**src/rtl/wdog_pkg.sv**
```systemverilog
package wdog_pkg;

    // largest prescaler exponent among the clock-select codes
    localparam int unsigned PRE_MAX_LOG2 = 14;

    localparam logic [1:0] A_CTRL = 2'd0;
    localparam logic [1:0] A_CNT  = 2'd1;
    localparam logic [1:0] A_RSTC = 2'd2;

    // bit 0 mode, bit 1 run, bits 4:2 clock select
    typedef struct packed {
        logic [2:0] sel;
        logic       run;
        logic       mode;
    } ctrl_t;

    // bit 0 flag, bit 1 reset enable, bit 2 manual type
    typedef struct packed {
        logic man;
        logic en;
        logic flag;
    } rstc_t;

    function automatic int unsigned div_log2(input logic [2:0] code);
        case (code)
            3'd0:    return 1;
            3'd1:    return 6;
            3'd2:    return 7;
            3'd3:    return 8;
            3'd4:    return 9;
            3'd5:    return 10;
            3'd6:    return 12;
            default: return 14;
        endcase
    endfunction

endpackage

```
**src/rtl/wdog_prescale.sv**
```systemverilog
module wdog_prescale
    import wdog_pkg::*;
#(
    parameter int unsigned PRE_W = PRE_MAX_LOG2
) (
    input  logic       clk_i,
    input  logic       rst_ni,
    input  logic       run_i,
    input  logic [2:0] sel_i,
    output logic       tick_o
);

    logic [PRE_W-1:0] pre_d, pre_q;
    logic [PRE_W-1:0] mask_tab [8];
    logic [PRE_W-1:0] mask;

    for (genvar g = 0; g < 8; g++) begin : g_mask
        assign mask_tab[g] = PRE_W'((64'd1 << div_log2(3'(g))) - 64'd1);
    end

    assign mask   = mask_tab[sel_i];
    assign tick_o = run_i && ((pre_q & mask) == mask);

    always_comb begin
        pre_d = run_i ? pre_q + 1'b1 : '0;
    end

    always_ff @(posedge clk_i or negedge rst_ni) begin
        if (!rst_ni) pre_q <= '0;
        else         pre_q <= pre_d;
    end

    // a stopped prescaler restarts from zero
    p_stop_clears_r2: assert property (@(posedge clk_i) disable iff (!rst_ni)
        !run_i |=> (pre_q == '0));

endmodule

```
**src/rtl/wdog_pulse.sv**
```systemverilog
module wdog_pulse #(
    parameter int unsigned LEN = 64
) (
    input  logic clk_i,
    input  logic rst_ni,
    input  logic trig_i,
    output logic busy_o
);

    localparam int unsigned CW = $clog2(LEN + 1);

    logic [CW-1:0] cnt_d, cnt_q;

    always_comb begin
        if (trig_i)              cnt_d = CW'(LEN);
        else if (cnt_q != '0)    cnt_d = cnt_q - 1'b1;
        else                     cnt_d = cnt_q;
    end

    always_ff @(posedge clk_i or negedge rst_ni) begin
        if (!rst_ni) cnt_q <= '0;
        else         cnt_q <= cnt_d;
    end

    assign busy_o = (cnt_q != '0);

    // a trigger always produces an active output in the next cycle
    p_trig_start_r6: assert property (@(posedge clk_i) disable iff (!rst_ni)
        trig_i |=> busy_o);

endmodule

```
**src/rtl/wdog_core.sv**
```systemverilog
module wdog_core
    import wdog_pkg::*;
#(
    parameter int unsigned CNT_W   = 8,
    parameter int unsigned OVF_LEN = 64,
    parameter int unsigned RST_LEN = 128
) (
    input  logic             clk_i,
    input  logic             ext_rst_ni,
    input  logic             wr_en_i,
    input  logic [1:0]       addr_i,
    input  logic [CNT_W-1:0] wdata_i,
    output logic [CNT_W-1:0] rdata_o,
    output logic             ovf_o,
    output logic             rst_por_o,
    output logic             rst_man_o
);

    localparam int unsigned CTRL_W = $bits(ctrl_t);
    localparam int unsigned RSTC_W = $bits(rstc_t);

    typedef struct packed {
        ctrl_t            ctrl;
        logic [CNT_W-1:0] cnt;
        rstc_t            rstc;
        logic             kind;
    } state_t;

    state_t s_d, s_q;

    logic wr_ctrl, wr_cnt, wr_rstc;
    logic counting, tick, wrap, rst_trig;
    logic ovf_busy, rst_busy, rst_any;

    assign wr_ctrl  = wr_en_i && (addr_i == A_CTRL);
    assign wr_cnt   = wr_en_i && (addr_i == A_CNT);
    assign wr_rstc  = wr_en_i && (addr_i == A_RSTC);
    assign counting = s_q.ctrl.mode && s_q.ctrl.run;
    assign wrap     = counting && tick && (s_q.cnt == '1) && !wr_cnt;
    assign rst_trig = wrap && s_q.rstc.en;

    wdog_prescale #(.PRE_W(PRE_MAX_LOG2)) u_pre (
        .clk_i  (clk_i),
        .rst_ni (ext_rst_ni),
        .run_i  (counting),
        .sel_i  (s_q.ctrl.sel),
        .tick_o (tick)
    );

    wdog_pulse #(.LEN(OVF_LEN)) u_ovf_pulse (
        .clk_i  (clk_i),
        .rst_ni (ext_rst_ni),
        .trig_i (wrap),
        .busy_o (ovf_busy)
    );

    wdog_pulse #(.LEN(RST_LEN)) u_rst_pulse (
        .clk_i  (clk_i),
        .rst_ni (ext_rst_ni),
        .trig_i (rst_trig),
        .busy_o (rst_busy)
    );

    always_comb begin
        s_d = s_q;

        if (wr_cnt) begin
            s_d.cnt = wdata_i;
        end else if (counting && tick) begin
            s_d.cnt = s_q.cnt + 1'b1;
        end

        if (wr_ctrl) begin
            s_d.ctrl = ctrl_t'(wdata_i[CTRL_W-1:0]);
        end

        if (wr_rstc) begin
            s_d.rstc.en   = wdata_i[1];
            s_d.rstc.man  = wdata_i[2];
            s_d.rstc.flag = s_q.rstc.flag & wdata_i[0];
        end

        if (wrap) begin
            s_d.rstc.flag = 1'b1;
            if (s_q.rstc.en) begin
                s_d.kind     = s_q.rstc.man;
                s_d.ctrl     = '0;
                s_d.rstc.en  = 1'b0;
                s_d.rstc.man = 1'b0;
            end
        end
    end

    always_ff @(posedge clk_i or negedge ext_rst_ni) begin
        if (!ext_rst_ni) s_q <= '0;
        else             s_q <= s_d;
    end

    always_comb begin
        case (addr_i)
            A_CTRL:  rdata_o = CNT_W'(s_q.ctrl);
            A_CNT:   rdata_o = s_q.cnt;
            A_RSTC:  rdata_o = CNT_W'(s_q.rstc);
            default: rdata_o = '0;
        endcase
    end

    assign ovf_o     = ovf_busy;
    assign rst_por_o = rst_busy && !s_q.kind;
    assign rst_man_o = rst_busy &&  s_q.kind;
    assign rst_any   = rst_por_o || rst_man_o;

    // a stopped counter holds unless software writes it
    p_hold_r1: assert property (@(posedge clk_i) disable iff (!ext_rst_ni)
        (!counting && !wr_cnt) |=> $stable(s_q.cnt));

    // a tick at the top value wraps to zero and raises the pulse and flag
    p_wrap_r3: assert property (@(posedge clk_i) disable iff (!ext_rst_ni)
        (counting && tick && (s_q.cnt == '1) && !wr_cnt)
        |=> ((s_q.cnt == '0) && ovf_o && s_q.rstc.flag));

    // the flag is only dropped by a software write of zero
    p_flag_sticky_r5: assert property (@(posedge clk_i) disable iff (!ext_rst_ni)
        (s_q.rstc.flag && !(wr_rstc && !wdata_i[0])) |=> s_q.rstc.flag);

    // an internal reset starts together with the overflow pulse
    p_rst_with_ovf_r7: assert property (@(posedge clk_i) disable iff (!ext_rst_ni)
        $rose(rst_any) |-> $rose(ovf_o));

    // at most one reset type is driven
    p_one_type_r8: assert property (@(posedge clk_i) disable iff (!ext_rst_ni)
        !(rst_por_o && rst_man_o));

    // an internal reset clears control but keeps the flag
    p_ctrl_clear_r9: assert property (@(posedge clk_i) disable iff (!ext_rst_ni)
        (wrap && s_q.rstc.en) |=> ((s_q.ctrl == '0) && s_q.rstc.flag && !s_q.rstc.en));

    // register widths fit the data path
    initial begin
        p_width_r11: assert (CNT_W >= CTRL_W && CNT_W >= RSTC_W);
    end

endmodule

```
**config.mk**
```make
export PLATFORM = sky130hd
export DESIGN_NAME = wdog_core
export DESIGN_NICKNAME = d
export VERILOG_FILES = /design/src/rtl/wdog_pkg.sv /design/src/rtl/wdog_prescale.sv /design/src/rtl/wdog_pulse.sv /design/src/rtl/wdog_core.sv
export SDC_FILE = /design/constraint.sdc
export NUM_CORES = 1
export LEC_CHECK = 0
export CORE_MARGIN = 5
export CORE_UTILIZATION = 61
export DETAILED_ROUTE_END_ITERATION = 6
export HOLD_SLACK_MARGIN = 0.12
export PLACE_DENSITY = 0.9
export SYNTH_ARGS = -nofsm -noshare
export SYNTH_HDL_FRONTEND = slang
export SYNTH_SLANG_ARGS = --single-unit
```
**constraint.sdc**
```tcl
create_clock -name clk_i -period 3.7 [get_ports clk_i]
set_input_delay 0.37 -clock clk_i [delete_from_list [all_inputs] [get_ports clk_i]]
set_output_delay 0.37 -clock clk_i [all_outputs]
set_load 0.01 [all_outputs]
```
==> results.json <==
{
  "p_per_area_nw_per_um2": 474,
  "intPower_mw": 0.936,
  "avgSynthCellArea_um2": 9.37,
  "overflow": 0,
  "cp-start-kind": "flip-flop",
  "critPathBufInv": 2,
  "tns_ps": 0,
  "gp_congestion": 0.841,
  "setup_viol": 0,
  "syn_inst": 272,
  "netlist_area_um2": 2550,
  "synth_edf_count": 0,
  "fillers": 295,
  "cp.required_ps": 3330,
  "fmax_ghz": 0.362,
  "ios": 24,
  "cts_sinks": 46,
  "grt_pass1_wl_mm": 9.58,
  "synth_cell_types": 49,
  "combPwrFrac": 0.247,
  "clockRootBuffer": "clkbuf_8",
  "p_seq_frac": 0.484,
  "clkPwrFrac": 0.269,
  "htree_levels": 2,
  "dieHeight_um": 74.7,
  "ys.flop_type": "dfrtp_1",
  "path_class": "reg -> out",
  "cts_tree": "built",
  "final-hold-violation-count": 0,
  "cts_resized": 0,
  "max-vdd-ir-drop_uv": 301,
  "worstMarginPinSlew_ps": 1020,
  "drc": 0,
  "hold_class": "in -> async",
  "core_area_um2": 4030,
  "worstPathArrival_ps": 2390,
  "cap_violations": 0,
  "yosys-top-cells-area": "dfrtp_1 (45%), nor2_1 (6.9%), mux2i_1 (4.7%)",
  "start_util": 0.633,
  "crit_fanout": 5,
  "syn_to_final_growth_pct": 13.9,
  "yosysTopAreaCell": "dfrtp_1",
  "postCtsSetupBuffers": 0,
  "place_ws_ps": 952,
  "outcome": "completed",
  "synth_seq_cells": 46,
  "nets": 313,
  "p_sw_frac": 0.321,
  "fin_crit_ps": 2760,
  "hold_buffers": 0,
  "antenna_found_initial": 0,
  "wl_mm": 5.59,
  "grt_pass1_vias": 2062,
  "endpoint_kind": "output port",
  "utilization": 0.721,
  "slew_violations": 0,
  "drtPass1Iterations": 4,
  "ant_nets": 0,
  "yosysMostFrequentCell": "nor2_1",
  "crit_slowest_cell": "clkdlybuf4s50_1",
  "vias": 2102,
  "path_cells": "inv_1 > ha_1 > nor4b_1 > nand3b_1 > nor2_1 > nor2b_1 > clkdlybuf4s50_1",
  "cts_made_buffers": 5,
  "r2r_cells": 5,
  "vias_per_cell": 6.08,
  "drtIter0Drc": 169,
  "async_reset_ff_frac": 1.00,
  "grt_usage": 0.224,
  "place_hpwl_mm": 3.94,
  "rsz0062_at_grt": "no",
  "yosys_warnings": 0,
  "clk_latency_ps": 290,
  "regToRegStartpoint": "u_pre.pre_q[3]",
  "portBuffers": 23,
  "fin_crit_sh": 0.746,
  "synth_seq_area_share": 0.451,
  "crit_start": "u_rst_pulse.cnt_q[0]",
  "crit_cells": 7,
  "cellLeakagePower_nw": 1.23,
  "fp.dieW_um": 74.7,
  "slowest_delay_ps": 480,
  "antennaDiodeCount": 0,
  "path_delay_family": "simple AND/OR/NAND/NOR gates",
  "row_count": 23,
  "synth_nets": 290,
  "synthTopCellsByCount": "nor2_1 (47), dfrtp_1 (46), nand2_1 (22)",
  "synth_top_area_share": 0.451,
  "wire_per_inst_um": 16.2,
  "switching_power_mw": 0.443,
  "final_cells": 346,
  "multi_input_area_um2": 1310,
  "cts_buffer_depth": 2,
  "relSlewSlack": 0.321,
  "dieArea_um2": 5570,
  "drive_gt1_frac": 0.0574,
  "grt_max_degree": 47,
  "clk_pin_slew_ps": 80,
  "regArea_um2": 1150,
  "fin_skew_ps": 3.89,
  "layout_setup_ws_ps": 940,
  "placed_cells": 338
}
routing by layer:
metal,vias to the layer above,part of all wire,global-route usage
met3,14,0.053,0.0507
met1,1025,0.45,0.302
li1,999,-,-
met5,-,0,0
met2,64,0.49,0.355
met4,0,0.016,0.0830
through the flow:
stage	power [mW]	hold WS, ps	instance area (um^2)
detailed placement	1.01	484	2800
global route	1.46	323	2910
finish	1.38	248	2910
CTS	1.38	279	2910
floorplan	0.894	74.4	2550
global placement	0.987	468	2800
flip-flops by register name, summed over array words and instances, names as in the netlist:
signal             cells
s_q                   17
u_pre.pre_q           14
u_rst_pulse.cnt_q      8
u_ovf_pulse.cnt_q      7
cell families (layout without fill, tap and decap cells):
family,Yosys count,after routing,synth area share
muxes,14,14,0.0559
AOI/OAI and AO/OA,37,37,0.0952
DFF,46,46,0.451
and+or+nand+nor,133,133,0.275
buffers and inverters,19,43,0.0358
xor gates and xnor gates,18,18,0.0618
adders and majority gates,5,5,0.0245
worst register-to-register path, delay by kind of cell (launching register included):
family / cells / cell delay, ps
DFF: 1 / 410
and+or+nand+nor: 3 / 1320
AOI/OAI and AO/OA: 2 / 320
cells in the final DEF, fill, tap and decap left out, types with 2 or more instances in the layout:
master,synthesis,layout
nor3_1,4,4
nand3b_1,2,2
nor2b_1,4,4
o21ai_0,6,6
nor2_1,47,47
mux2i_1,12,12
clkbuf_1,4,2
a31oi_1,7,7
inv_1,10,10
clkbuf_8,0,5
clkdlybuf4s50_1,0,22
nand2b_1,4,4
or4_1,6,6
and3_1,6,6
nor3b_1,2,2
dfrtp_1,46,46
nand4_1,6,6
ha_1,5,5
a21oi_1,6,6
nand3_1,8,8
buf_4,3,2
or3_1,7,7
o31ai_1,6,6
o211ai_1,3,3
xor2_1,12,12
nand2_1,22,22
nor4_1,2,2
xnor2_1,6,6
and2_1,4,4
path summary, 6_finish.rpt:
| path | end | slack [ps] |
|---|---|---|
| min in group clk_i | u_ovf_pulse.cnt_q[6] | 500 |
| worst max-delay path | rst_man_o | 940 |
| max in group asynchronous | s_q[13] | 2830 |
| worst min-delay path | u_rst_pulse.cnt_q[7] | 250 |
| worst min register to register | u_ovf_pulse.cnt_q[6] | 500 |
| worst max register to register | s_q[6] | 1560 |
power groups by stage:
stage,combinational (mW),sequential [mW],clock (mW)
finish,0.340,0.668,0.371
global route,0.387,0.679,0.398
CTS,0.342,0.666,0.374
detailed placement,0.337,0.676,0
global placement,0.317,0.669,0
floorplan,0.247,0.646,0
layout make-up:
cell class | instances | area share
multi-input cells | 207 | 0.450
flip-flops and latches | 46 | 0.396
repair buffers | 25 | 0.0827
clock buffers | 7 | 0.0263
well taps | 50 | 0.0215
inverters | 10 | 0.0129
clock inverters | 1 | 0.0103
(Power assumes the default switching activity.)
